**src/rtl/uwm_pkg.sv**
```systemverilog
package uwm_pkg;
    localparam int WORD_W   = 32;
    localparam int BYTE_W   = 8;
    localparam int FLAG_BIT = 31;
    localparam int CNT_LSB  = 16;

    // word index of each register (byte offset / 4)
    typedef enum logic [2:0] {
        SEL_TXD  = 3'd0,
        SEL_RXD  = 3'd1,
        SEL_TXC  = 3'd2,
        SEL_RXC  = 3'd3,
        SEL_IE   = 3'd4,
        SEL_IP   = 3'd5,
        SEL_DIV  = 3'd6,
        SEL_NONE = 3'd7
    } reg_sel_e;
endpackage

```
**src/rtl/uwm_fifo.sv**
```systemverilog
module uwm_fifo #(
    parameter int DEPTH = 8,
    parameter int W     = 8,
    localparam int LVL_W = $clog2(DEPTH + 1),
    localparam int PTR_W = (DEPTH > 1) ? $clog2(DEPTH) : 1
) (
    input  logic             clk,
    input  logic             rst_n,
    input  logic             push,
    input  logic [W-1:0]     din,
    input  logic             pop,
    output logic [W-1:0]     dout,
    output logic [LVL_W-1:0] level,
    output logic             full,
    output logic             empty
);
    logic [W-1:0]     mem [DEPTH];
    logic [PTR_W-1:0] wr_ptr, rd_ptr;
    logic             do_push, do_pop;

    function automatic logic [PTR_W-1:0] ptr_next(input logic [PTR_W-1:0] p);
        return (p == PTR_W'(DEPTH - 1)) ? '0 : p + 1'b1;
    endfunction

    assign full    = (level == LVL_W'(DEPTH));
    assign empty   = (level == '0);
    assign do_push = push && !full;
    assign do_pop  = pop && !empty;
    assign dout    = mem[rd_ptr];

    always_ff @(posedge clk) begin
        if (do_push) mem[wr_ptr] <= din;
    end

    always_ff @(posedge clk or negedge rst_n) begin
        if (!rst_n) begin
            wr_ptr <= '0;
            rd_ptr <= '0;
            level  <= '0;
        end else begin
            if (do_push) wr_ptr <= ptr_next(wr_ptr);
            if (do_pop)  rd_ptr <= ptr_next(rd_ptr);
            unique case ({do_push, do_pop})
                2'b10:   level <= level + 1'b1;
                2'b01:   level <= level - 1'b1;
                default: level <= level;
            endcase
        end
    end
endmodule

```
**src/rtl/uwm_wm.sv**
```systemverilog
module uwm_wm #(
    parameter int LVL_W = 4,
    parameter int CNT_W = 3,
    parameter bit ABOVE = 1'b0
) (
    input  logic [LVL_W-1:0] level,
    input  logic [CNT_W-1:0] count,
    output logic             pend
);
    logic [LVL_W-1:0] cnt_ext;
    assign cnt_ext = LVL_W'(count);

    generate
        if (ABOVE) begin : g_above
            assign pend = (level > cnt_ext);
        end else begin : g_below
            assign pend = (level < cnt_ext);
        end
    endgenerate
endmodule

```
**src/rtl/uwm_core.sv**
```systemverilog
module uwm_core
    import uwm_pkg::*;
#(
    parameter int DEPTH  = 8,
    parameter int CNT_W  = 3,
    parameter int DIV_W  = 16,
    parameter int ADDR_W = 5,
    localparam int LVL_W = $clog2(DEPTH + 1),
    localparam int IDX_W = ADDR_W - 2
) (
    input  logic              clk,
    input  logic              rst_n,
    input  logic              bus_sel,
    input  logic              bus_wr,
    input  logic [ADDR_W-1:0] bus_addr,
    input  logic [31:0]       bus_wdata,
    output logic [31:0]       bus_rdata,
    output logic              irq,
    output logic [DIV_W-1:0]  baud_div,
    output logic              two_stop,
    output logic              tx_en,
    output logic              rx_en,
    output logic [7:0]        tx_byte,
    output logic              tx_avail,
    input  logic              tx_take,
    input  logic [7:0]        rx_byte,
    input  logic              rx_push
);
    logic [IDX_W-1:0] widx;
    reg_sel_e         sel;
    logic             wr_acc, rd_acc;

    logic             tx_en_q, rx_en_q, two_stop_q;
    logic [CNT_W-1:0] tx_cnt_q, rx_cnt_q;
    logic [1:0]       ie_q;
    logic [DIV_W-1:0] div_q;

    logic [LVL_W-1:0] tx_level, rx_level;
    logic             tx_full, tx_empty, rx_full, rx_empty;
    logic [7:0]       tx_head, rx_head;
    logic             tx_wpush, tx_lpop, rx_lpush, rx_rpop;
    logic             tx_pend, rx_pend;
    logic [1:0]       pend;
    logic [31:0]      rd_val;

    // address decode
    assign widx   = bus_addr[ADDR_W-1:2];
    assign sel    = (widx < IDX_W'(7)) ? reg_sel_e'(widx[2:0]) : SEL_NONE;
    assign wr_acc = bus_sel && bus_wr;
    assign rd_acc = bus_sel && !bus_wr;

    // queue strobes
    assign tx_wpush = wr_acc && (sel == SEL_TXD);
    assign rx_rpop  = rd_acc && (sel == SEL_RXD);
    assign tx_avail = tx_en_q && !tx_empty;
    assign tx_lpop  = tx_take && tx_avail;
    assign rx_lpush = rx_push && rx_en_q;

    uwm_fifo #(.DEPTH(DEPTH), .W(8)) u_txq (
        .clk(clk), .rst_n(rst_n),
        .push(tx_wpush), .din(bus_wdata[7:0]),
        .pop(tx_lpop), .dout(tx_head),
        .level(tx_level), .full(tx_full), .empty(tx_empty)
    );

    uwm_fifo #(.DEPTH(DEPTH), .W(8)) u_rxq (
        .clk(clk), .rst_n(rst_n),
        .push(rx_lpush), .din(rx_byte),
        .pop(rx_rpop), .dout(rx_head),
        .level(rx_level), .full(rx_full), .empty(rx_empty)
    );

    uwm_wm #(.LVL_W(LVL_W), .CNT_W(CNT_W), .ABOVE(1'b0)) u_txwm (
        .level(tx_level), .count(tx_cnt_q), .pend(tx_pend)
    );

    uwm_wm #(.LVL_W(LVL_W), .CNT_W(CNT_W), .ABOVE(1'b1)) u_rxwm (
        .level(rx_level), .count(rx_cnt_q), .pend(rx_pend)
    );

    assign pend = {rx_pend, tx_pend};
    assign irq  = |(pend & ie_q);

    // configuration registers
    always_ff @(posedge clk or negedge rst_n) begin
        if (!rst_n) begin
            tx_en_q    <= 1'b0;
            two_stop_q <= 1'b0;
            tx_cnt_q   <= '0;
            rx_en_q    <= 1'b0;
            rx_cnt_q   <= '0;
            ie_q       <= '0;
            div_q      <= '0;
        end else if (wr_acc) begin
            unique case (sel)
                SEL_TXC: begin
                    tx_en_q    <= bus_wdata[0];
                    two_stop_q <= bus_wdata[1];
                    tx_cnt_q   <= bus_wdata[CNT_LSB +: CNT_W];
                end
                SEL_RXC: begin
                    rx_en_q  <= bus_wdata[0];
                    rx_cnt_q <= bus_wdata[CNT_LSB +: CNT_W];
                end
                SEL_IE:  ie_q  <= bus_wdata[1:0];
                SEL_DIV: div_q <= bus_wdata[DIV_W-1:0];
                default: ;
            endcase
        end
    end

    // read mux
    always_comb begin
        rd_val = '0;
        unique case (sel)
            SEL_TXD: rd_val[FLAG_BIT] = tx_full;
            SEL_RXD: begin
                rd_val[FLAG_BIT] = rx_empty;
                rd_val[7:0]      = rx_empty ? 8'h00 : rx_head;
            end
            SEL_TXC: begin
                rd_val[0] = tx_en_q;
                rd_val[1] = two_stop_q;
                rd_val[CNT_LSB +: CNT_W] = tx_cnt_q;
            end
            SEL_RXC: begin
                rd_val[0] = rx_en_q;
                rd_val[CNT_LSB +: CNT_W] = rx_cnt_q;
            end
            SEL_IE:  rd_val[1:0] = ie_q;
            SEL_IP:  rd_val[1:0] = pend;
            SEL_DIV: rd_val[DIV_W-1:0] = div_q;
            default: rd_val = '0;
        endcase
    end

    always_ff @(posedge clk or negedge rst_n) begin
        if (!rst_n)      bus_rdata <= '0;
        else if (rd_acc) bus_rdata <= rd_val;
    end

    assign baud_div = div_q;
    assign two_stop = two_stop_q;
    assign tx_en    = tx_en_q;
    assign rx_en    = rx_en_q;
    assign tx_byte  = tx_head;
endmodule

```
**config.mk**
```make
export PLATFORM = sky130hd
export DESIGN_NAME = uwm_core
export DESIGN_NICKNAME = d
export VERILOG_FILES = /design/src/rtl/uwm_pkg.sv /design/src/rtl/uwm_fifo.sv /design/src/rtl/uwm_wm.sv /design/src/rtl/uwm_core.sv
export SDC_FILE = /design/constraint.sdc
export NUM_CORES = 1
export LEC_CHECK = 0
export ABC_AREA = 1
export ABC_CLOCK_PERIOD_IN_PS = 2640
export CORE_UTILIZATION = 60
export DETAILED_ROUTE_END_ITERATION = 8
export DONT_BUFFER_PORTS = 1
export PLACE_DENSITY = 0.79
export SYNTH_ARGS = -nofsm -noshare
export SYNTH_HDL_FRONTEND = slang
export SYNTH_SLANG_ARGS = --single-unit
export TNS_END_PERCENT = 1
```
**constraint.sdc**
```tcl
create_clock -name clk -period 2.64 [get_ports clk]
set_clock_uncertainty 0.2 [all_clocks]
set_input_delay 0.792 -clock clk [delete_from_list [all_inputs] [get_ports clk]]
set_output_delay 0.792 -clock clk [all_outputs]
set_load 0.02 [all_outputs]
```
==> out/qor.csv <==
metric,value,unit
largest net degree at the start of global routing,68,
Crit Path Category,reg -> out,
1st-iter DRT viols,641,
H-tree depth,4,
CP top delay family,compound AO/OA/AOI/OAI gates,
setup repair after global routing missed its margin,yes,
Clock Tree Buf Depth,2,
CP Max Fanout,16,
Sw Ratio,0.379,
via count,6090,
Max Cap Violations,0,
DIE AREA,14800,um^2
Synth Warn #,0,
Critical Path RT,1.65,ns
fin cells,1040,
DP Area,8890,um^2
Die X,121,um
Placement Rows,43,
Layout Nets,917,
dpl ws,-0.0216,ns
global placement routability congestion,0.871,
Leak,3.95,nW
final setup violation count,9,
Core Box Area,13900,um^2
n_diodes,0,
Int Pwr,5.89,mW
critical-path cell list,buf_4 > o21ai_0 > o32ai_2 > nand2_1 > nand2_2,
CTS tree,built,
sequential area share after synthesis,0.645,
# placed instances,1003,
Total Wirelength,19000,um
vias per inst,5.86,
WL per Instance,18.3,um
Yosys reg bits,195,
PwrDens,978,nW/um^2
slew margin rel.,0.553,
VDD IR max,0.000534,V
Final Slew Violations,0,
first-pass GRT wire length,29200,um
Routed Antenna Nets,0,
CP endpoint kind,primary output,
Post-synth EDFFs,128,
Clock Tree Root,clkbuf_16,
GR Util met2,0.452,
Crit path buffers/inverters,1,
Final period util,1.02,
most frequent cells in the layout,"nand2_1, nor2_1, edfxtp_1",
FF+latch area,5520,um^2
GR peak layer,met2,
outcome,finished with violations,
crit start category,flop,
Slew @ Worst Pin,0.669,ns
clock network power share,0.256,
"Slowest-stage cell, CP",dfrtp_1,
GRT met3 Usage,0.0747,
area of the multi-input gates,2770,um^2
layout cell share with drive strength beyond 1,0.147,
cell count after synthesis,817,
gr ovfl total,0,
Max Freq,0.370,GHz
Pre-Repair DR Iteration Count,6,
gr usage total,0.267,
clock slew seen by the registers of the worst setup and hold paths,0.07,ns
"Distinct cells, synth",36,
worst-skew pair later-pin latency,0.44,ns
area delta synth->final,13.2,%
IO buf count,0,
vias in the first global route,5951,
failing checks,negative setup slack,
setup ws final,-0.0599,ns
hold crit path type,in -> async,
Post-synth ARST share,0.344,
fillers,962,
Fin. Hold Viols,0,
clk sinks,195,
Starting Density,0.617,
Comb pwr share,0.310,
Die Y,121,um
met1 usage,0.313,
Mean Syn Cell Area,10.5,um^2
sequential power share,0.434,
CP Data Arrival Time,1.71,ns
cell area after layout,9690,um^2
CTS buffer count,17,
"commonest non-fill, non-tap cell in the layout",nand2_1,
CP peak stage delay,0.41,ns
"Cell Area, Synth",8560,um^2
switching power,3.59,mW
initial antenna violation count,0,
Post-route DRC,0,
I/O pin cnt,112,
"Top FF cell, synth",edfxtp_1,
post-layout min period,2.70,ns
Detail Placement HPWL,12500,um
[worst paths after layout]
path | start | endpoint | slack [ns] | depth (start not counted)
worst max-delay path | u_txq.rd_ptr[0] | tx_byte[4] | -0.06 | 5
worst min-delay path | rst_n | bus_rdata[18] | 0.02 | 1
worst max register to register | u_txq.level[1] | u_txq.level[2] | 0.21 | 14
worst min register to register | rx_cnt_q[1] | rx_cnt_q[1] | 0.33 | 2
max in group asynchronous | rst_n | bus_rdata[5] | 1.92 | 1
min in group clk | bus_wdata[2] | u_txq.mem[3][2] | 0.24 | 0
[power groups by stage]
stage	clock network, mW	logic, mW	registers, mW
6_report	2.43	2.94	4.12
5_1_grt	2.55	3.25	4.15
4_1_cts	2.43	2.75	4.10
3_5_place_dp	0	2.52	4.15
3_3_place_gp	0	2.34	4.13
2_1_floorplan	0	2.00	4.01
[kinds of logic (layout without fill, tap and decap cells)]
logic type / after synthesis / after routing / share of synthesized area
xor+xnor: 7 / 7 / 0.00716
mux: 7 / 7 / 0.00920
buf+inv: 114 / 146 / 0.0586
other cells: 1 / 12 / 0.000438
compound gates: 129 / 129 / 0.0852
simple gates: 345 / 345 / 0.167
flops: 195 / 195 / 0.645
fa+ha+maj: 19 / 19 / 0.0278
[state kept, by name, indices dropped and copies added (netlist names), 4 cells and up]
signal       flops
u_rxq.mem       64
u_txq.mem       64
bus_rdata       20
baud_div        16
u_rxq.level      4
u_txq.level      4
[worst register-to-register path, stage by stage, from the launching register on]
cell and delay, ns:
dfrtp_1 0.43, inv_1 0.08, nand2_1 0.09, nor2_1 0.05
a21oi_1 0.20, nand2_1 0.13, inv_2 0.16, ha_4 0.19
nand2_1 0.07, inv_1 0.08, nor2_1 0.05, ha_1 0.18
a21oi_1 0.14, xor2_1 0.15, o21ai_0 0.09
[stage by stage]
stage / hold WS (ns) / TNS (ns) / util / power (mW)
2_1_floorplan: 0.253 / -0.0101 / - / 6.01
3_3_place_gp: 0.276 / 0 / 0.641 / 6.48
3_5_place_dp: 0.298 / -0.0216 / 0.641 / 6.67
4_1_cts: 0.0297 / -0.214 / 0.691 / 9.29
5_1_grt: 0.0418 / -0.961 / 0.698 / 9.95
6_report: 0.0227 / -0.320 / 0.698 / 9.48
[cells in the mapped netlist (3+ instances only)]
library cell,n,area share
nand2_1,149,0.065
nor2_1,132,0.058
edfxtp_1,128,0.45
o21ai_0,83,0.049
inv_1,69,0.030
dfrtp_1,67,0.20
nand3_1,45,0.026
ha_1,19,0.028
a21oi_1,16,0.0094
clkbuf_1,16,0.0070
o32ai_1,16,0.016
buf_4,13,0.011
buf_2,8,0.0047
o211ai_1,6,0.0053
mux2_2,5,0.0066
nand4_1,5,0.0037
o21ai_1,5,0.0029
xor2_1,5,0.0051
inv_2,3,0.0013
nor3_2,3,0.0035
[cell type report]
| class | count | share of cell area |
|---|---|---|
| clock inverter | 14 | 0.0128 |
| tap | 180 | 0.0232 |
| clock buffer | 18 | 0.0453 |
| inverter | 74 | 0.0288 |
| multi-input combinational | 519 | 0.286 |
| timing repair buffer | 40 | 0.0343 |
| sequential | 195 | 0.570 |
[layer usage]
metal	routed length (um)	part of all wire
met1	7110	0.37
met2	9810	0.51
met5	0	0
met4	666	0.035
met3	1470	0.077
[what timing repair did]
action	CTS	global route
resized for setup	25	16
pin swaps	10	7
gates cloned	2	1
hold buffers	1	0
endpoints found under the setup margin	9	11
setup buffers	1	0
hold endpoints to repair	67	0
Note: power is estimated with default switching activity, not from simulation.
